<file path="config.mk">
export PLATFORM = sky130hd
export DESIGN_NAME = synth_cfg_loader
export DESIGN_NICKNAME = d
export VERILOG_FILES = /design/src/rtl/synth_cfg_pkg.sv /design/src/rtl/sync_bank.sv /design/src/rtl/edge_det.sv /design/src/rtl/cfg_shift.sv /design/src/rtl/cfg_regs.sv /design/src/rtl/test_mux.sv /design/src/rtl/synth_cfg_loader.sv
export SDC_FILE = /design/constraint.sdc
export NUM_CORES = 1
export LEC_CHECK = 0
export CORE_MARGIN = 5
export CORE_UTILIZATION = 51
export CTS_CLUSTER_SIZE = 10
export DETAILED_ROUTE_END_ITERATION = 8
export DONT_BUFFER_PORTS = 1
export HOLD_SLACK_MARGIN = 0.12
export PLACE_DENSITY = 0.72
export SETUP_SLACK_MARGIN = 0.05
export SLEW_MARGIN = 20
export SYNTH_ARGS = -nofsm -noshare
export SYNTH_HDL_FRONTEND = slang
export SYNTH_SLANG_ARGS = --single-unit
</file>
<file path="constraint.sdc">
create_clock -name clk -period 4.2 [get_ports clk]
set_clock_uncertainty 0.05 [all_clocks]
set_input_delay 0.42 -clock clk [delete_from_list [all_inputs] [get_ports clk]]
set_output_delay 0.42 -clock clk [all_outputs]
set_load 0.01 [all_outputs]
</file>
<file path="src/rtl/synth_cfg_pkg.sv">
package synth_cfg_pkg;
  localparam int M_W     = 9;
  localparam int N_W     = 2;
  localparam int T_W     = 2;
  localparam int NULL_W  = 1;
  localparam int FRAME_W = T_W + NULL_W + N_W + M_W;
  localparam int LO_W    = N_W + M_W;

  typedef struct packed {
    logic [T_W-1:0] t;
    logic [N_W-1:0] n;
    logic [M_W-1:0] m;
  } cfg_t;

  typedef enum logic [T_W-1:0] {
    TSEL_LOW   = 2'd0,
    TSEL_SHIFT = 2'd1,
    TSEL_MDIV  = 2'd2,
    TSEL_FOUT  = 2'd3
  } tsel_e;

  // Build a configuration from the frame's top field and its low fields.
  function automatic cfg_t frame_fields(input logic [T_W-1:0] top,
                                        input logic [LO_W-1:0] low);
    cfg_t c;
    c.t = top;
    c.n = low[LO_W-1:M_W];
    c.m = low[M_W-1:0];
    return c;
  endfunction
endpackage

</file>
<file path="src/rtl/sync_bank.sv">
module sync_bank #(
  parameter int W       = 4,
  parameter int STAGES  = 2,
  parameter logic [W-1:0] RST_VAL = '0
) (
  input  logic         clk,
  input  logic         rst_n,
  input  logic [W-1:0] din,
  output logic [W-1:0] lvl
);
  logic [W-1:0] stg [STAGES];

  always_ff @(posedge clk or negedge rst_n) begin
    if (!rst_n) begin
      for (int i = 0; i < STAGES; i++) stg[i] <= RST_VAL;
    end else begin
      stg[0] <= din;
      for (int i = 1; i < STAGES; i++) stg[i] <= stg[i-1];
    end
  end

  assign lvl = stg[STAGES-1];
endmodule

</file>
<file path="src/rtl/edge_det.sv">
module edge_det #(
  parameter int W = 2
) (
  input  logic         clk,
  input  logic         rst_n,
  input  logic [W-1:0] lvl,
  output logic [W-1:0] rise
);
  logic [W-1:0] dly_q;

  always_ff @(posedge clk or negedge rst_n) begin
    if (!rst_n) dly_q <= '0;
    else        dly_q <= lvl;
  end

  genvar g;
  generate
    for (g = 0; g < W; g++) begin : g_rise
      assign rise[g] = lvl[g] & ~dly_q[g];
    end
  endgenerate
endmodule

</file>
<file path="src/rtl/cfg_shift.sv">
module cfg_shift
  import synth_cfg_pkg::*;
(
  input  logic               clk,
  input  logic               rst_n,
  input  logic               shift_evt,
  input  logic               sd,
  output logic [FRAME_W-1:0] shreg_q,
  output logic [FRAME_W-1:0] shnext
);
  assign shnext = {shreg_q[FRAME_W-2:0], sd};

  always_ff @(posedge clk or negedge rst_n) begin
    if (!rst_n)         shreg_q <= '0;
    else if (shift_evt) shreg_q <= shnext;
  end
endmodule

</file>
<file path="src/rtl/cfg_regs.sv">
module cfg_regs
  import synth_cfg_pkg::*;
#(
  parameter int M_RESET = 10,
  parameter int N_RESET = 0,
  parameter int T_RESET = 0
) (
  input  logic     clk,
  input  logic     rst_n,
  input  logic     par_mode,
  input  cfg_t     par_cfg,
  input  logic     xfer_evt,
  input  cfg_t     xfer_cfg,
  input  logic     pass_evt,
  input  cfg_t     pass_cfg,
  output cfg_t     cfg_q
);
  always_ff @(posedge clk or negedge rst_n) begin
    if (!rst_n) begin
      cfg_q.m <= M_W'(M_RESET);
      cfg_q.n <= N_W'(N_RESET);
      cfg_q.t <= T_W'(T_RESET);
    end else if (par_mode) begin
      cfg_q.m <= par_cfg.m;
      cfg_q.n <= par_cfg.n;
    end else if (xfer_evt) begin
      cfg_q <= xfer_cfg;
    end else if (pass_evt) begin
      cfg_q <= pass_cfg;
    end
  end
endmodule

</file>
<file path="src/rtl/test_mux.sv">
module test_mux
  import synth_cfg_pkg::*;
(
  input  logic [T_W-1:0] sel,
  input  logic           par_mode,
  input  logic           ser_out,
  input  logic           mdiv_in,
  input  logic           fout_in,
  output logic           test_out
);
  logic picked;

  always_comb begin
    unique case (tsel_e'(sel))
      TSEL_LOW:   picked = 1'b0;
      TSEL_SHIFT: picked = ser_out;
      TSEL_MDIV:  picked = mdiv_in;
      TSEL_FOUT:  picked = fout_in;
      default:    picked = 1'b0;
    endcase
  end

  assign test_out = picked & ~par_mode;
endmodule

</file>
<file path="src/rtl/synth_cfg_loader.sv">
module synth_cfg_loader
  import synth_cfg_pkg::*;
#(
  parameter int SYNC_STAGES = 2,
  parameter int M_RESET     = 10,
  parameter int N_RESET     = 0,
  parameter int T_RESET     = 0
) (
  input  logic           clk,
  input  logic           rst_n,
  input  logic           par_load_n,
  input  logic [M_W-1:0] par_m,
  input  logic [N_W-1:0] par_n,
  input  logic           ser_clk,
  input  logic           ser_data,
  input  logic           ser_load,
  input  logic           mdiv_in,
  input  logic           fout_in,
  output logic [M_W-1:0] m_val,
  output logic [N_W-1:0] n_code,
  output logic [T_W-1:0] t_sel,
  output logic           test_out
);
  localparam int NSYNC = 4;
  localparam int NEDGE = 2;

  // Synchronized levels: {data, serial load, serial clock, parallel strobe}
  logic [NSYNC-1:0] sync_lvl;
  logic [NEDGE-1:0] edge_rise;
  logic pl_lvl, sc_lvl, sl_lvl, sd_lvl;
  logic sc_rise, sl_rise;

  sync_bank #(.W(NSYNC), .STAGES(SYNC_STAGES), .RST_VAL(4'b0001)) u_sync (
    .clk(clk), .rst_n(rst_n),
    .din({ser_data, ser_load, ser_clk, par_load_n}),
    .lvl(sync_lvl)
  );

  assign {sd_lvl, sl_lvl, sc_lvl, pl_lvl} = sync_lvl;

  edge_det #(.W(NEDGE)) u_edge (
    .clk(clk), .rst_n(rst_n),
    .lvl({sl_lvl, sc_lvl}),
    .rise(edge_rise)
  );

  assign {sl_rise, sc_rise} = edge_rise;

  // Named internal events
  logic par_mode, shift_evt, xfer_evt, pass_evt;
  assign par_mode  = ~pl_lvl;
  assign shift_evt = pl_lvl & sc_rise;
  assign xfer_evt  = pl_lvl & sl_rise;
  assign pass_evt  = pl_lvl & sl_lvl & sc_rise & ~sl_rise;

  logic [FRAME_W-1:0] shreg_q, shnext;

  cfg_shift u_shift (
    .clk(clk), .rst_n(rst_n),
    .shift_evt(shift_evt), .sd(sd_lvl),
    .shreg_q(shreg_q), .shnext(shnext)
  );

  cfg_t par_cfg, xfer_cfg, pass_cfg, cfg_q;
  assign par_cfg  = '{t: '0, n: par_n, m: par_m};
  assign xfer_cfg = frame_fields(shreg_q[FRAME_W-1 -: T_W], shreg_q[LO_W-1:0]);
  assign pass_cfg = frame_fields(shnext[FRAME_W-1 -: T_W], shnext[LO_W-1:0]);

  cfg_regs #(.M_RESET(M_RESET), .N_RESET(N_RESET), .T_RESET(T_RESET)) u_regs (
    .clk(clk), .rst_n(rst_n),
    .par_mode(par_mode), .par_cfg(par_cfg),
    .xfer_evt(xfer_evt), .xfer_cfg(xfer_cfg),
    .pass_evt(pass_evt), .pass_cfg(pass_cfg),
    .cfg_q(cfg_q)
  );

  assign m_val  = cfg_q.m;
  assign n_code = cfg_q.n;
  assign t_sel  = cfg_q.t;

  test_mux u_tmux (
    .sel(cfg_q.t), .par_mode(par_mode),
    .ser_out(shreg_q[FRAME_W-1]),
    .mdiv_in(mdiv_in), .fout_in(fout_in),
    .test_out(test_out)
  );
endmodule

</file>
* Yosys cells after proc, flatten, opt, wreduce, memory -nomap -nowiden
Index checks and enable logic that the tools add are counted.
Word-level totals: flip-flop bits (word level) 37, bits in read-only memories 0, RAM bits 0, bits in latches 0, memories 0, logic and storage cells 29
Cells by class: magnitude comparators 0, muxes and demuxes 4, bitwise operators 11, shift-type cells 0, reduce and logical (&&, ||, !) cells 3, $mul 0, equality and inequality tests 4, divide/modulo/power cells 0, $add $sub $neg 0
Operators with widths (number):
- two-way mux 13 bit | 2
- two-way mux 11 bit | 1
- AND 1 bit | 8
- equality test 2 bit (second input constant) | 2
- one-hot mux 1 bit (4 select lines) | 1
- != test 3 x 2 -> 1 bit (second input constant) | 1
- NOT 1 bit | 3
- equality test 2 x 1 -> 1 bit (second input constant) | 1
- zero test 2 bit | 1
- AND reduction 2 bit | 1
- nonzero test 2 bit | 1

* Depth between registers and ports, before layout
word-level depth 7, gate-level depth with buffers 5, gate-level depth less buffers 3

* Hierarchy
Synthesis repeated with hierarchy kept, for this count alone.
Unflattened totals: cells, all modules 129, area, all modules 1679.1 um^2
Modules (own cells, without submodules):
- cfg_regs | area each 684.4 um^2, instances 1, cells each 62
- cfg_shift | area each 624.3 um^2, instances 1, cells each 43
- sync_bank | area each 232.7 um^2, instances 1, cells each 12
- edge_det | area each 77.6 um^2, instances 1, cells each 4
- synth_cfg_loader | area each 32.5 um^2, instances 1, cells each 5
- test_mux | area each 27.5 um^2, instances 1, cells each 3

* Worst setup path after synthesis
OpenSTA, ideal clock, no wires.
kind register -> output, start point register u_sync.stg (netlist bit u_sync.lvl[0]), end point output port test_out, data arrival time 1.145 ns, path buffers 2, setup slack 2.585 ns, cell stages (with the launch flop) 4, cell sequence dfstp_2 buf_6 buf_2 a21boi_1
Between the ends: word-level cells in the longest chain between the ends 1
Ends and longest elaborated chain:
- start, declared | line sync_bank.sv:11 | logic [W-1:0] stg [STAGES];
- AND 1 bit | line test_mux.sv:23 | assign test_out = picked & ~par_mode;
- end, declared | line synth_cfg_loader.sv:22 | output logic test_out
Every way passes these cells.

* Final worst setup path
Same ends and word-level chain as after synthesis.

==> impl_results.md <==
* Outcome: complete, no violations
* Register area at 931 um^2
* ANT nets after route at 0
* RSZ-0062 raised after global routing: false
* Final RePlAce weighted congestion at 0.797
* Drt wl/cell at 19.0 um
* Final WL at 2770 um
* Num rows at 20
* Arrival time worst endpoint at 1.50 ns
* Initial core utilization at 0.526
* Pre-CTS setup slack at 2.39 ns
* Fraction of registers with async set/reset at 1.00
* Fin. Hold Viols at 0
* Crit path kind: reg2out
* Die height at 65.6 um
* Syn Area/Cell at 14.9 um^2
* Max-cap violations at 0
* DR vias/cell at 6.21
* Antenna diodes at 0
* Cell count after synthesis at 106
* CTS root buf: clkbuf_4
* Worst-case clock buffer depth at 2
* Most used DFF post-synth: dfrtp_1
* FF-to-FF Start: u_sync.lvl[0]
* Worst-Margin Slew at 0.588 ns
* TritonRoute pass-1 iters at 4
* Vias in the first global route at 924
* Layout cells sized above 1 at 0.212
* DPL Wire Length at 1850 um
* GR Util All Layers at 0.147
* Final WS setup at 2.23 ns
* Clk_lat worst skew at 0.35 ns
* Cts bufs inserted at 5
* Final setup viols at 0
* Initial antenna violation count at 0
* CTS resizes at 0
* CTS tree: yes
* LEAKAGE at 0.762 nW
* Setup TNS at 0 ns
* CP Buf/Inv Count at 0
* CTS Hold Bufs at 6
* Count leader, synth: dfrtp_1
* Via count at 907
* Synth-to-layout area growth at 7.21%
* Grt total ovfl at 0
* Clk slew on worst S/H paths at 0.11 ns
* Crit path cell chain: a21boi_1
* Hold WS at 0.207 ns
* Synth cell count leaders: dfrtp_1, a32oi_1, mux2i_1, o21ai_1, mux2_4
* Startpoint types: register
* Top delay family on crit path: flip-flops
* Max-slew headroom at 0.608
* Register area share after synthesis at 0.590
* CP max-delay cell: dfstp_2
* Period utilisation layout at 0.469
* PortBufs at 0
* Post-layout min period at 1.97 ns
* CP max FO at 16
* Core outline area at 3000 um^2
* Area contributors post-synth: dfrtp_1, mux2_4, mux2i_1, dfstp_2, a32oi_1
* Fillers at 245
* R2R depth at 3
* Synth area leader: dfrtp_1
* Die Wd at 65.6 um
* Fmax at 508 MHz
* Synthesized Nets at 125
* Max Slew Vio Count at 0
* Yosys warns at 0
* Post-synthesis cell area at 1580 um^2
* Setup Fix Bufs, Post-CTS at 0
* P per Cell Area at 468 nW/um^2
* Worst R2R End: u_regs.cfg_q[11]
* Maximum vdd drop at 246 uV
* H-tree depth at 2
* R2R Setup Slk at 2.39 ns
* Synth Register Bits at 37
* DIE AREA at 4310 um^2
* Crit-path max cell delay at 0.82 ns
* Largest net degree at the start of global routing at 38
* Min-delay src: par_m[5]
* Cell variety after synth at 20
* Multi-input gate area at 592 um^2
* Nets at 131
* Hold Path Cell Cnt at 2
* DRC viols at 0
* Sink Count at 37
* Crit path capture type: primary output
* I/O pin total at 33
* Tightest Hold Check Type: in2reg
* Hold Path Sink: u_regs.cfg_q[5]
* 1st-iter DRT viols at 33
* EDFF count, synth at 0
* First-pass GRT wire length at 4570 um
* Worst endpoint required time at 3.73 ns
* Post-synth top area share at 0.523
[registers in the layout (all words and copies together) (netlist names)]
name,flops
u_shift.shreg_q,14
u_regs.cfg_q,13
u_edge.dly_q,2
u_sync.lvl,4
u_sync.stg,4
[through the flow]
step / util / instances / area (um^2) / total power [mW]
4_1_cts: 0.564 / 146 / 1690 / 0.799
3_5_place_dp: 0.521 / 132 / 1560 / 0.594
5_1_grt: 0.564 / 146 / 1690 / 0.843
6_report: 0.564 / 146 / 1690 / 0.793
2_1_floorplan: - / 106 / 1580 / 0.568
3_3_place_gp: 0.521 / 132 / 1560 / 0.585
[logic make-up after synthesis]
family / share of synthesized area
DFF: 0.590
buffers and inverters: 0.0357
AOI/OAI and AO/OA: 0.120
muxes: 0.200
and+or+nand+nor: 0.0539
[how the worst max path moves through the flow]
stage                  startpoint          endpoint  slack (ns)  cells past startpoint
floorplan           u_sync.lvl[0]          test_out        2.59                      3
global placement    u_sync.lvl[0]  u_regs.cfg_q[11]        2.42                      3
detailed placement  u_sync.lvl[0]  u_regs.cfg_q[11]        2.39                      3
CTS                 u_sync.lvl[0]          test_out        2.19                      1
global route        u_sync.lvl[0]          test_out        2.12                      1
finish              u_sync.lvl[0]          test_out        2.23                      1
[final cells by class]
cell class,instances,area share
clock buffer,8,0.0347
multi-input combinational,62,0.350
sequential,37,0.550
tap,33,0.0244
timing repair buffer,6,0.0414
[power by group]
part | internal (mW) | total, mW | switching [mW]
Combinational | 0.0671 | 0.102 | 0.0353
Clock | 0.0826 | 0.196 | 0.113
Sequential | 0.421 | 0.495 | 0.0734
Total | 0.571 | 0.793 | 0.222
[placed cells by master (no fill, tap or decap), types with 2 or more instances in the layout]
cell and instances:
o21ai_1 11, dfrtp_1 33, mux2i_1 11, a32oi_1 11
clkbuf_4 5, nand3b_1 3, dlygate4sd3_1 5, dfstp_2 4
mux2_1 5, o221a_1 2, clkbuf_1 2, nand2_1 2
mux2_4 10
[layer usage]
layer  vias to the layer above  share of wire  global-route usage
met1                       472           0.41               0.190
met5                         -              0                   0
li1                        413              -                   -
met4                         0         0.0051              0.0492
met2                        20           0.52               0.215
met3                         2          0.066              0.0701
(Power assumes the default switching activity.)
